==> src/rtl/sa_pkg.sv <==
package sa_pkg;
  localparam int ILEN = 32;
  localparam int RW   = 5;   // register index width
  localparam int SMW  = 2;   // shift field width

  typedef enum logic [1:0] {
    OP_FULL = 2'd0,
    OP_WORD = 2'd1,
    OP_BAD  = 2'd2
  } sa_op_e;

  typedef struct packed {
    sa_op_e          op;
    logic [RW-1:0]   rt;
    logic [SMW-1:0]  sm;
    logic            rc;
  } sa_dec_t;
endpackage

==> src/rtl/sa_decode.sv <==
module sa_decode
  import sa_pkg::*;
#(
  parameter logic [5:0] PO_VAL  = 6'd22,
  parameter logic [7:0] XO_FULL = 8'd110,
  parameter logic [7:0] XO_WORD = 8'd111
) (
  input  logic [ILEN-1:0] instr,
  output sa_dec_t         dec
);
  // MSB-0 bit n of the word sits at instr[ILEN-1-n]
  localparam int PO_HI = ILEN - 1;
  localparam int RT_HI = ILEN - 7;
  localparam int SM_HI = ILEN - 22;
  localparam int XO_HI = ILEN - 24;

  logic [5:0] po_f;
  logic [7:0] xo_f;

  always_comb begin
    po_f   = instr[PO_HI -: 6];
    xo_f   = instr[XO_HI -: 8];
    dec.rt = instr[RT_HI -: RW];
    dec.sm = instr[SM_HI -: SMW];
    dec.rc = instr[0];
    if (po_f != PO_VAL)        dec.op = OP_BAD;
    else if (xo_f == XO_FULL)  dec.op = OP_FULL;
    else if (xo_f == XO_WORD)  dec.op = OP_WORD;
    else                       dec.op = OP_BAD;
  end
endmodule

==> src/rtl/sa_scale_add.sv <==
module sa_scale_add
  import sa_pkg::*;
#(
  parameter int XLEN = 64
) (
  input  logic [XLEN-1:0] ra,
  input  logic [XLEN-1:0] rb,
  input  logic [SMW-1:0]  sm,
  input  logic            word_mode,
  output logic [XLEN-1:0] sum
);
  localparam int HALF = XLEN / 2;

  logic [XLEN-1:0] src;
  logic [XLEN-1:0] scaled;
  logic [SMW:0]    shamt;

  // low half always passes; high half is gated by the word mode
  genvar g;
  generate
    for (g = 0; g < XLEN; g++) begin : g_mask
      if (g < HALF) begin : g_lo
        assign src[g] = rb[g];
      end else begin : g_hi
        assign src[g] = rb[g] & ~word_mode;
      end
    end
  endgenerate

  always_comb begin
    shamt  = {1'b0, sm} + 1'b1;
    scaled = src << shamt;
    sum    = scaled + ra;
  end
endmodule

==> src/rtl/sa_flags.sv <==
module sa_flags #(
  parameter int XLEN = 64
) (
  input  logic [XLEN-1:0] value,
  output logic            neg,
  output logic            zero
);
  always_comb begin
    neg  = value[XLEN-1];
    zero = ~|value;
  end
endmodule

==> src/rtl/sa_unit.sv <==
module sa_unit
  import sa_pkg::*;
#(
  parameter int         XLEN    = 64,
  parameter logic [5:0] PO_VAL  = 6'd22,
  parameter logic [7:0] XO_FULL = 8'd110,
  parameter logic [7:0] XO_WORD = 8'd111
) (
  input  logic            clk,
  input  logic            rst_n,
  input  logic            in_valid,
  input  logic [31:0]     in_instr,
  input  logic [XLEN-1:0] in_ra,
  input  logic [XLEN-1:0] in_rb,
  output logic            out_valid,
  output logic            out_illegal,
  output logic [4:0]      out_rt,
  output logic [XLEN-1:0] out_result,
  output logic            out_rc,
  output logic            out_neg,
  output logic            out_zero
);
  sa_dec_t         dec;
  logic [XLEN-1:0] sum;
  logic            neg_c, zero_c;
  logic            legal, load_en;
  logic            valid_d, illegal_d;

  sa_decode #(.PO_VAL(PO_VAL), .XO_FULL(XO_FULL), .XO_WORD(XO_WORD)) u_dec (
    .instr (in_instr),
    .dec   (dec)
  );

  sa_scale_add #(.XLEN(XLEN)) u_sa (
    .ra        (in_ra),
    .rb        (in_rb),
    .sm        (dec.sm),
    .word_mode (dec.op == OP_WORD),
    .sum       (sum)
  );

  sa_flags #(.XLEN(XLEN)) u_flg (
    .value (sum),
    .neg   (neg_c),
    .zero  (zero_c)
  );

  // next-state
  always_comb begin
    legal     = (dec.op != OP_BAD);
    valid_d   = in_valid & legal;
    illegal_d = in_valid & ~legal;
    load_en   = valid_d;
  end

  // control registers
  always_ff @(posedge clk or negedge rst_n) begin
    if (!rst_n) begin
      out_valid   <= 1'b0;
      out_illegal <= 1'b0;
    end else begin
      out_valid   <= valid_d;
      out_illegal <= illegal_d;
    end
  end

  // data registers with explicit enable
  always_ff @(posedge clk or negedge rst_n) begin
    if (!rst_n) begin
      out_result <= '0;
      out_rt     <= '0;
      out_rc     <= 1'b0;
      out_neg    <= 1'b0;
      out_zero   <= 1'b0;
    end else if (load_en) begin
      out_result <= sum;
      out_rt     <= dec.rt;
      out_rc     <= dec.rc;
      out_neg    <= neg_c;
      out_zero   <= zero_c;
    end
  end

  assert_valid_next_R5: assert property (@(posedge clk) disable iff (!rst_n)
    (in_valid && legal) |=> out_valid);
  assert_illegal_next_R6: assert property (@(posedge clk) disable iff (!rst_n)
    (in_valid && !legal) |=> (out_illegal && !out_valid));
  assert_exclusive_R6: assert property (@(posedge clk) disable iff (!rst_n)
    !(out_valid && out_illegal));
  assert_zero_flag_R7: assert property (@(posedge clk) disable iff (!rst_n)
    out_valid |-> (out_zero == (out_result == '0)));
  assert_neg_flag_R7: assert property (@(posedge clk) disable iff (!rst_n)
    out_valid |-> (out_neg == out_result[XLEN-1]));
  assert_idle_hold_R9: assert property (@(posedge clk) disable iff (!rst_n)
    !in_valid |=> (!out_valid && !out_illegal && $stable(out_result) && $stable(out_rt)));
endmodule

==> config.mk <==
export PLATFORM = sky130hd
export DESIGN_NAME = sa_unit
export DESIGN_NICKNAME = d
export VERILOG_FILES = /design/src/rtl/sa_pkg.sv /design/src/rtl/sa_decode.sv /design/src/rtl/sa_scale_add.sv /design/src/rtl/sa_flags.sv /design/src/rtl/sa_unit.sv
export SDC_FILE = /design/constraint.sdc
export NUM_CORES = 1
export LEC_CHECK = 0
export CAP_MARGIN = 20
export CORE_MARGIN = 2
export CORE_UTILIZATION = 46
export DETAILED_ROUTE_END_ITERATION = 8
export GPL_ROUTABILITY_DRIVEN = 0
export PLACE_DENSITY = 0.79
export SYNTH_ARGS = -nofsm -noshare
export SYNTH_HDL_FRONTEND = slang
export SYNTH_HIERARCHICAL = 1
export SYNTH_SLANG_ARGS = --single-unit
==> constraint.sdc <==
create_clock -name clk -period 0.8 [get_ports clk]
set_input_delay 0.24 -clock clk [delete_from_list [all_inputs] [get_ports clk]]
set_output_delay 0.24 -clock clk [all_outputs]
set_load 0.02 [all_outputs]
==> flow_summary_export.csv, run 1 <==
group,metric,value,unit
status,error_line,"[ERROR GRT-0232] Routing congestion too high. Check the congestion heatmap in the GUI.",
logic_synthesis,netlist_area,0.00907,mm2
logic_synthesis,synth_seq_area_share,20.4,%
cts,cts_max_level,3,
floorplanning,io_pins,237,
logic_synthesis,ys_types,70,
placed_design,hpwl,28.4,mm
global_routing,grt_overflow,58,
floorplanning,die_x,144,um
cts,cts_buffer_depth,2,
logic_synthesis,synth_edf_count,0,
floorplanning,start_util,46.8,%
status,outcome,"did not finish",
logic_synthesis,avgSynthCellArea,9.11,um2
logic_synthesis,yosys_warnings,6,
sta,worstEpCategory,"sequential cell input",
placed_design,pre_cts_ws,-4570,ps
floorplanning,die_h,144,um
global_routing,grt_max_degree,28,
global_routing,groute.usage.overall,74.1,%
floorplanning,std_cell_rows,51,
sta,postGrtWorstEndpoint,"out_zero$_DFFE_PN0P_/D",
cts,root_buffer,"clkbuf_16",
logic_synthesis,synthesis.instances,996,
cts,numCtsBuffers,9,
logic_synthesis,synthesis.nets,1225,
logic_synthesis,synth-main-ff-cell,"dfrtp_1",
logic_synthesis,ys_ff_latch,74,
placed_design,io_buffer_count,226,
status,stop_stage,"global routing",
placed_design,placed_cells,1763,
cts,clkSinkCount,74,
logic_synthesis,synth-async-reset-ratio,100,%
## synth_stat cells, types with 10 or more instances
master	n	area, um2
mux2_2	104	1170
a21oi_1	75	375
dfrtp_1	74	1850
nand2_1	68	255
nor2_1	66	248
ha_1	65	813
mux2i_1	48	480
a21o_1	44	330
xnor2_1	40	350
clkbuf_1	38	143
o21ai_0	33	165
mux4_2	31	698
nor3_1	25	125
o21bai_1	25	188
nand4_1	23	144
inv_1	21	78.8
xor2_1	19	166
nand2b_1	17	106
nor4_1	17	106
a211oi_1	16	120
buf_2	10	50.1
nand3_1	10	50.1
## timing repair
item	4_1_cts
hold buffers	1
cloned	2
hold endpoints to repair	44
gates resized for setup	339
endpoints found under the setup margin	148
setup buffers	73
pin swaps	68
## through the flow
step           instance area [um2]  hold WS [ps]
2_1_floorplan                 9630         -55.6
3_3_place_gp                 14500           113
3_5_place_dp                 14500           108
4_1_cts                      16400           308
## kinds of logic after synthesis
family,Yosys count,share of synthesized area [%]
and+or+nand+nor,263,14.6
DFF,74,20.4
AOI/OAI and AO/OA,259,19.4
buffers and inverters,92,4.89
muxes,183,25.9
adders and majority gates,66,9.18
xor gates and xnor gates,59,5.69
## routing by layer
layer / track usage, % / GRT overflow
met1: 74.0 / 2
met2: 92.3 / 27
met3: 56.6 / 1
met4: 74.8 / 28
met5: 20.8 / 0
==> run 2, diff against run 1 <==
Settings changed: CORE_UTILIZATION 46 to 40, PLACE_DENSITY 0.79 to unset, PLACE_DENSITY_LB_ADDON set to 0.15.
Clock period 0.8 ns to 1.05 ns, I/O delays scaled along.
==> run 2 against run 1 <==
  * Synthesized cell count unchanged
  * Area after synthesis unchanged
  * The flow now finishes, with violations (setup timing)
==> flow_summary_export.csv, run 2 <==
group,metric,value,unit
sta,fin_crit,5190,ps
finish,largest_register_ffs,64,
sta,hold_viol_final,0,
worst_setup_path,arrival,5460,ps
floorplanning,start_util,40.5,%
logic_synthesis,synth-main-ff-cell,"dfrtp_1",
min_path,worstHoldPathType,"input port to async pin",
sta,fin_ws,-4140,ps
global_routing,groute.usage.overall,30.9,%
worst_setup_path,critical_path_class,"input port to flop",
power_and_ir_drop,switching_share,40.2,%
global_routing,grt_overflow,0,
power_and_ir_drop,clock_power_share,14.8,%
worst_setup_path,cp_slowest_stage_delay,470,ps
cts,path_clk_slew,60,ps
route,wl_per_cell,22.9,um
placed_design,placed_cells,1801,
logic_synthesis,synth_top_area_cell,"dfrtp_1",
job,maxCapViolCount,0,
global_routing,antenna_found_initial,0,
worst_setup_path,worst-r2r-cell-count,2,
logic_synthesis,ys_top_cells_by_area,"dfrtp_1 20%, mux2_2 13%, ha_1 9.0%",
power_and_ir_drop,power_frac_seq,11.8,%
route,vias,11400,
finish,final_net_count,1839,
finish,final_common_cell,"buf_4",
finish,reg.largest.list,"out_result: 64 flops, out_rt: 5 flops",
worst_setup_path,cp-end-kind,"flop",
status,violations,"setup timing",
logic_synthesis,synth-async-reset-ratio,100,%
logic_synthesis,ys_ff_latch,74,
power_and_ir_drop,fin_total_pwr,24.4,mW
placed_design,io_buffer_count,226,
logic_synthesis,synth_seq_area_share,20.4,%
worst_setup_path,worst-r2r-setup-slack,150,ps
cts,cts_max_level,3,
route,via_per_inst,6.00,
worst_setup_path,cp-start-kind,"input port",
finish,drive_gt1_share,55.3,%
placed_design,hpwl,28.2,mm
finish,syn_to_final_growth,94.4,%
worst_setup_path,worstPathRequired,1320,ps
logic_synthesis,ys_types,70,
floorplanning,coreArea,0.0224,mm2
route,antenna_left,0,
route,drt_iter0_drc,983,
logic_synthesis,yosysMostFrequentCell,"mux2_2",
sta,max_freq,193,MHz
floorplanning,die_x,155,um
worst_setup_path,critPathMaxFanout,6,
worst_setup_path,cpMostUsedCell,"nand4_1",
finish,regMostFlops,"out_result",
logic_synthesis,synth_edf_count,0,
finish,fill_cells,1297,
logic_synthesis,synthDominantCellAreaShare,20.4,%
status,outcome,"complete, but fails checks",
power_and_ir_drop,worst_ir_drop_vdd,0.000946,V
floorplanning,die-area,0.0239,mm2
finish,antenna_cells,0,
route,finalWirelength,43.4,mm
sta,tightest_slew,447,ps
cts,root_buffer,"clkbuf_16",
global_routing,grt_pass1_wl,59.0,mm
cts,numCtsBuffers,9,
finish,fin_cells,1900,
logic_synthesis,synthesis.nets,1225,
route,firstDrtPassIters,5,
logic_synthesis,netlist_area,0.00907,mm2
power_and_ir_drop,net-switching-power,9.80,mW
sta,final.setup_skew,0,ps
cts,cts_buffer_depth,2,
floorplanning,std_cell_rows,55,
cts,tritoncts,"done",
sta,maxSlewViolCount,0,
sta,slew_headroom,69.9,%
sta,rsz0062_at_grt,"yes",
finish,most-common-layout-cells,"341 x buf_4, 155 x clkdlybuf4s50_1, 96 x buf_6, 82 x mux2_2, 74 x dfrtp_1",
logic_synthesis,yosys_warnings,6,
logic_synthesis,yosys-top-cells-count,"104 x mux2_2, 75 x a21oi_1, 74 x dfrtp_1",
power_and_ir_drop,p_comb_share,73.4,%
global_routing,grt_max_degree,32,
sta,fin_tns_setup,-211910,ps
power_and_ir_drop,p_leak,8.20,nW
cts,clkSinkCount,74,
sta,setup_viol_count_final,148,
power_and_ir_drop,power_density,1380,mW/mm2
floorplanning,io_pins,237,
logic_synthesis,synthesis.instances,996,
route,drc,0,
worst_setup_path,crit_slowest_cell,"ha_1",
global_routing,grt_pass1_vias,11100,
power_and_ir_drop,p_int,14.6,mW
logic_synthesis,avgSynthCellArea,9.11,um2
cts,worstSkewPairLatency,330,ps
sta,period_share,494,%
floorplanning,die_h,155,um
## run 2: cell counts after synthesis
Identical to the previous run, type by type.
## run 2: worst paths after layout
kind                             end        start
min reg2reg                out_rt[1]    out_rt[1]
max reg2reg                 out_zero     out_zero
max                         out_zero  in_instr[5]
min in group clk           out_rt[1]    out_rt[1]
max in group asynchronous   out_zero        rst_n
min                        out_valid        rst_n
## run 2: power groups by stage
stage	combinational, mW	sequential [mW]	clock, mW
6_report	17.9	2.88	3.61
5_1_grt	18.5	2.88	3.76
4_1_cts	15.1	2.88	3.62
3_5_place_dp	12.5	2.93	0
3_3_place_gp	12.3	2.93	0
2_1_floorplan	6.01	2.95	0
## run 2: routing by layer
| metal | up-vias | part of all wire, % | global-route usage (%) |
|---|---|---|---|
| met2 | 735 | 47 | 51.9 |
| met3 | 188 | 8.7 | 4.01 |
| met1 | 5493 | 39 | 40.7 |
| met5 | - | 0 | 0 |
| met4 | 0 | 5.5 | 11.9 |
| li1 | 4978 | - | - |
## run 2: worst max-delay path: cells and delay by family
family | cells | cell delay, ps
adders and majority gates | 1 | 470
and+or+nand+nor | 15 | 3050
AOI/OAI and AO/OA | 5 | 720
buffers and inverters | 5 | 700
muxes | 1 | 210
## run 2: final cells by class
type / count / area (um2) / share of cell area (%)
Clock buffer: 9 / 225 / 1.28
Clock inverter: 7 / 124 / 0.702
Multi-Input combinational cell: 830 / 8880 / 50.3
Tap cell: 285 / 357 / 2.02
Inverter: 22 / 95.1 / 0.539
Timing Repair Buffer: 673 / 6110 / 34.6
Sequential cell: 74 / 1850 / 10.5
## run 2: metrics by stage
| stage | setup WS, ps | hold slack (ps) | instance area (um2) | utilization, % |
|---|---|---|---|---|
| floorplan | -3490 | 19.4 | 9630 | - |
| global placement | -4450 | 225 | 14600 | 65.2 |
| detailed placement | -4600 | 227 | 14600 | 65.2 |
| CTS | -3780 | 414 | 16700 | 74.6 |
| global route | -4140 | 438 | 17600 | 78.6 |
| finish | -4140 | 405 | 17600 | 78.6 |
## run 2: logic make-up after synthesis
kind of cell               Yosys count  synth area share, %
AOI/OAI and AO/OA                  259                 19.4
xor gates and xnor gates            59                 5.69
adders and majority gates           66                 9.18
buffers and inverters               92                 4.89
DFF                                 74                 20.4
muxes                              183                 25.9
and+or+nand+nor                    263                 14.6
## run 2: what timing repair did
action / 4_1_cts / 5_1_grt
gates resized for setup: 347 / 246
endpoints found under the setup margin: 148 / 148
buffers inserted: 74 / 36
cloned: 3 / 1
hold buffers: 1 / 0
pin swaps: 102 / 91
hold endpoints to repair: 13 / 0
Power figures use the tool's default switching activity.
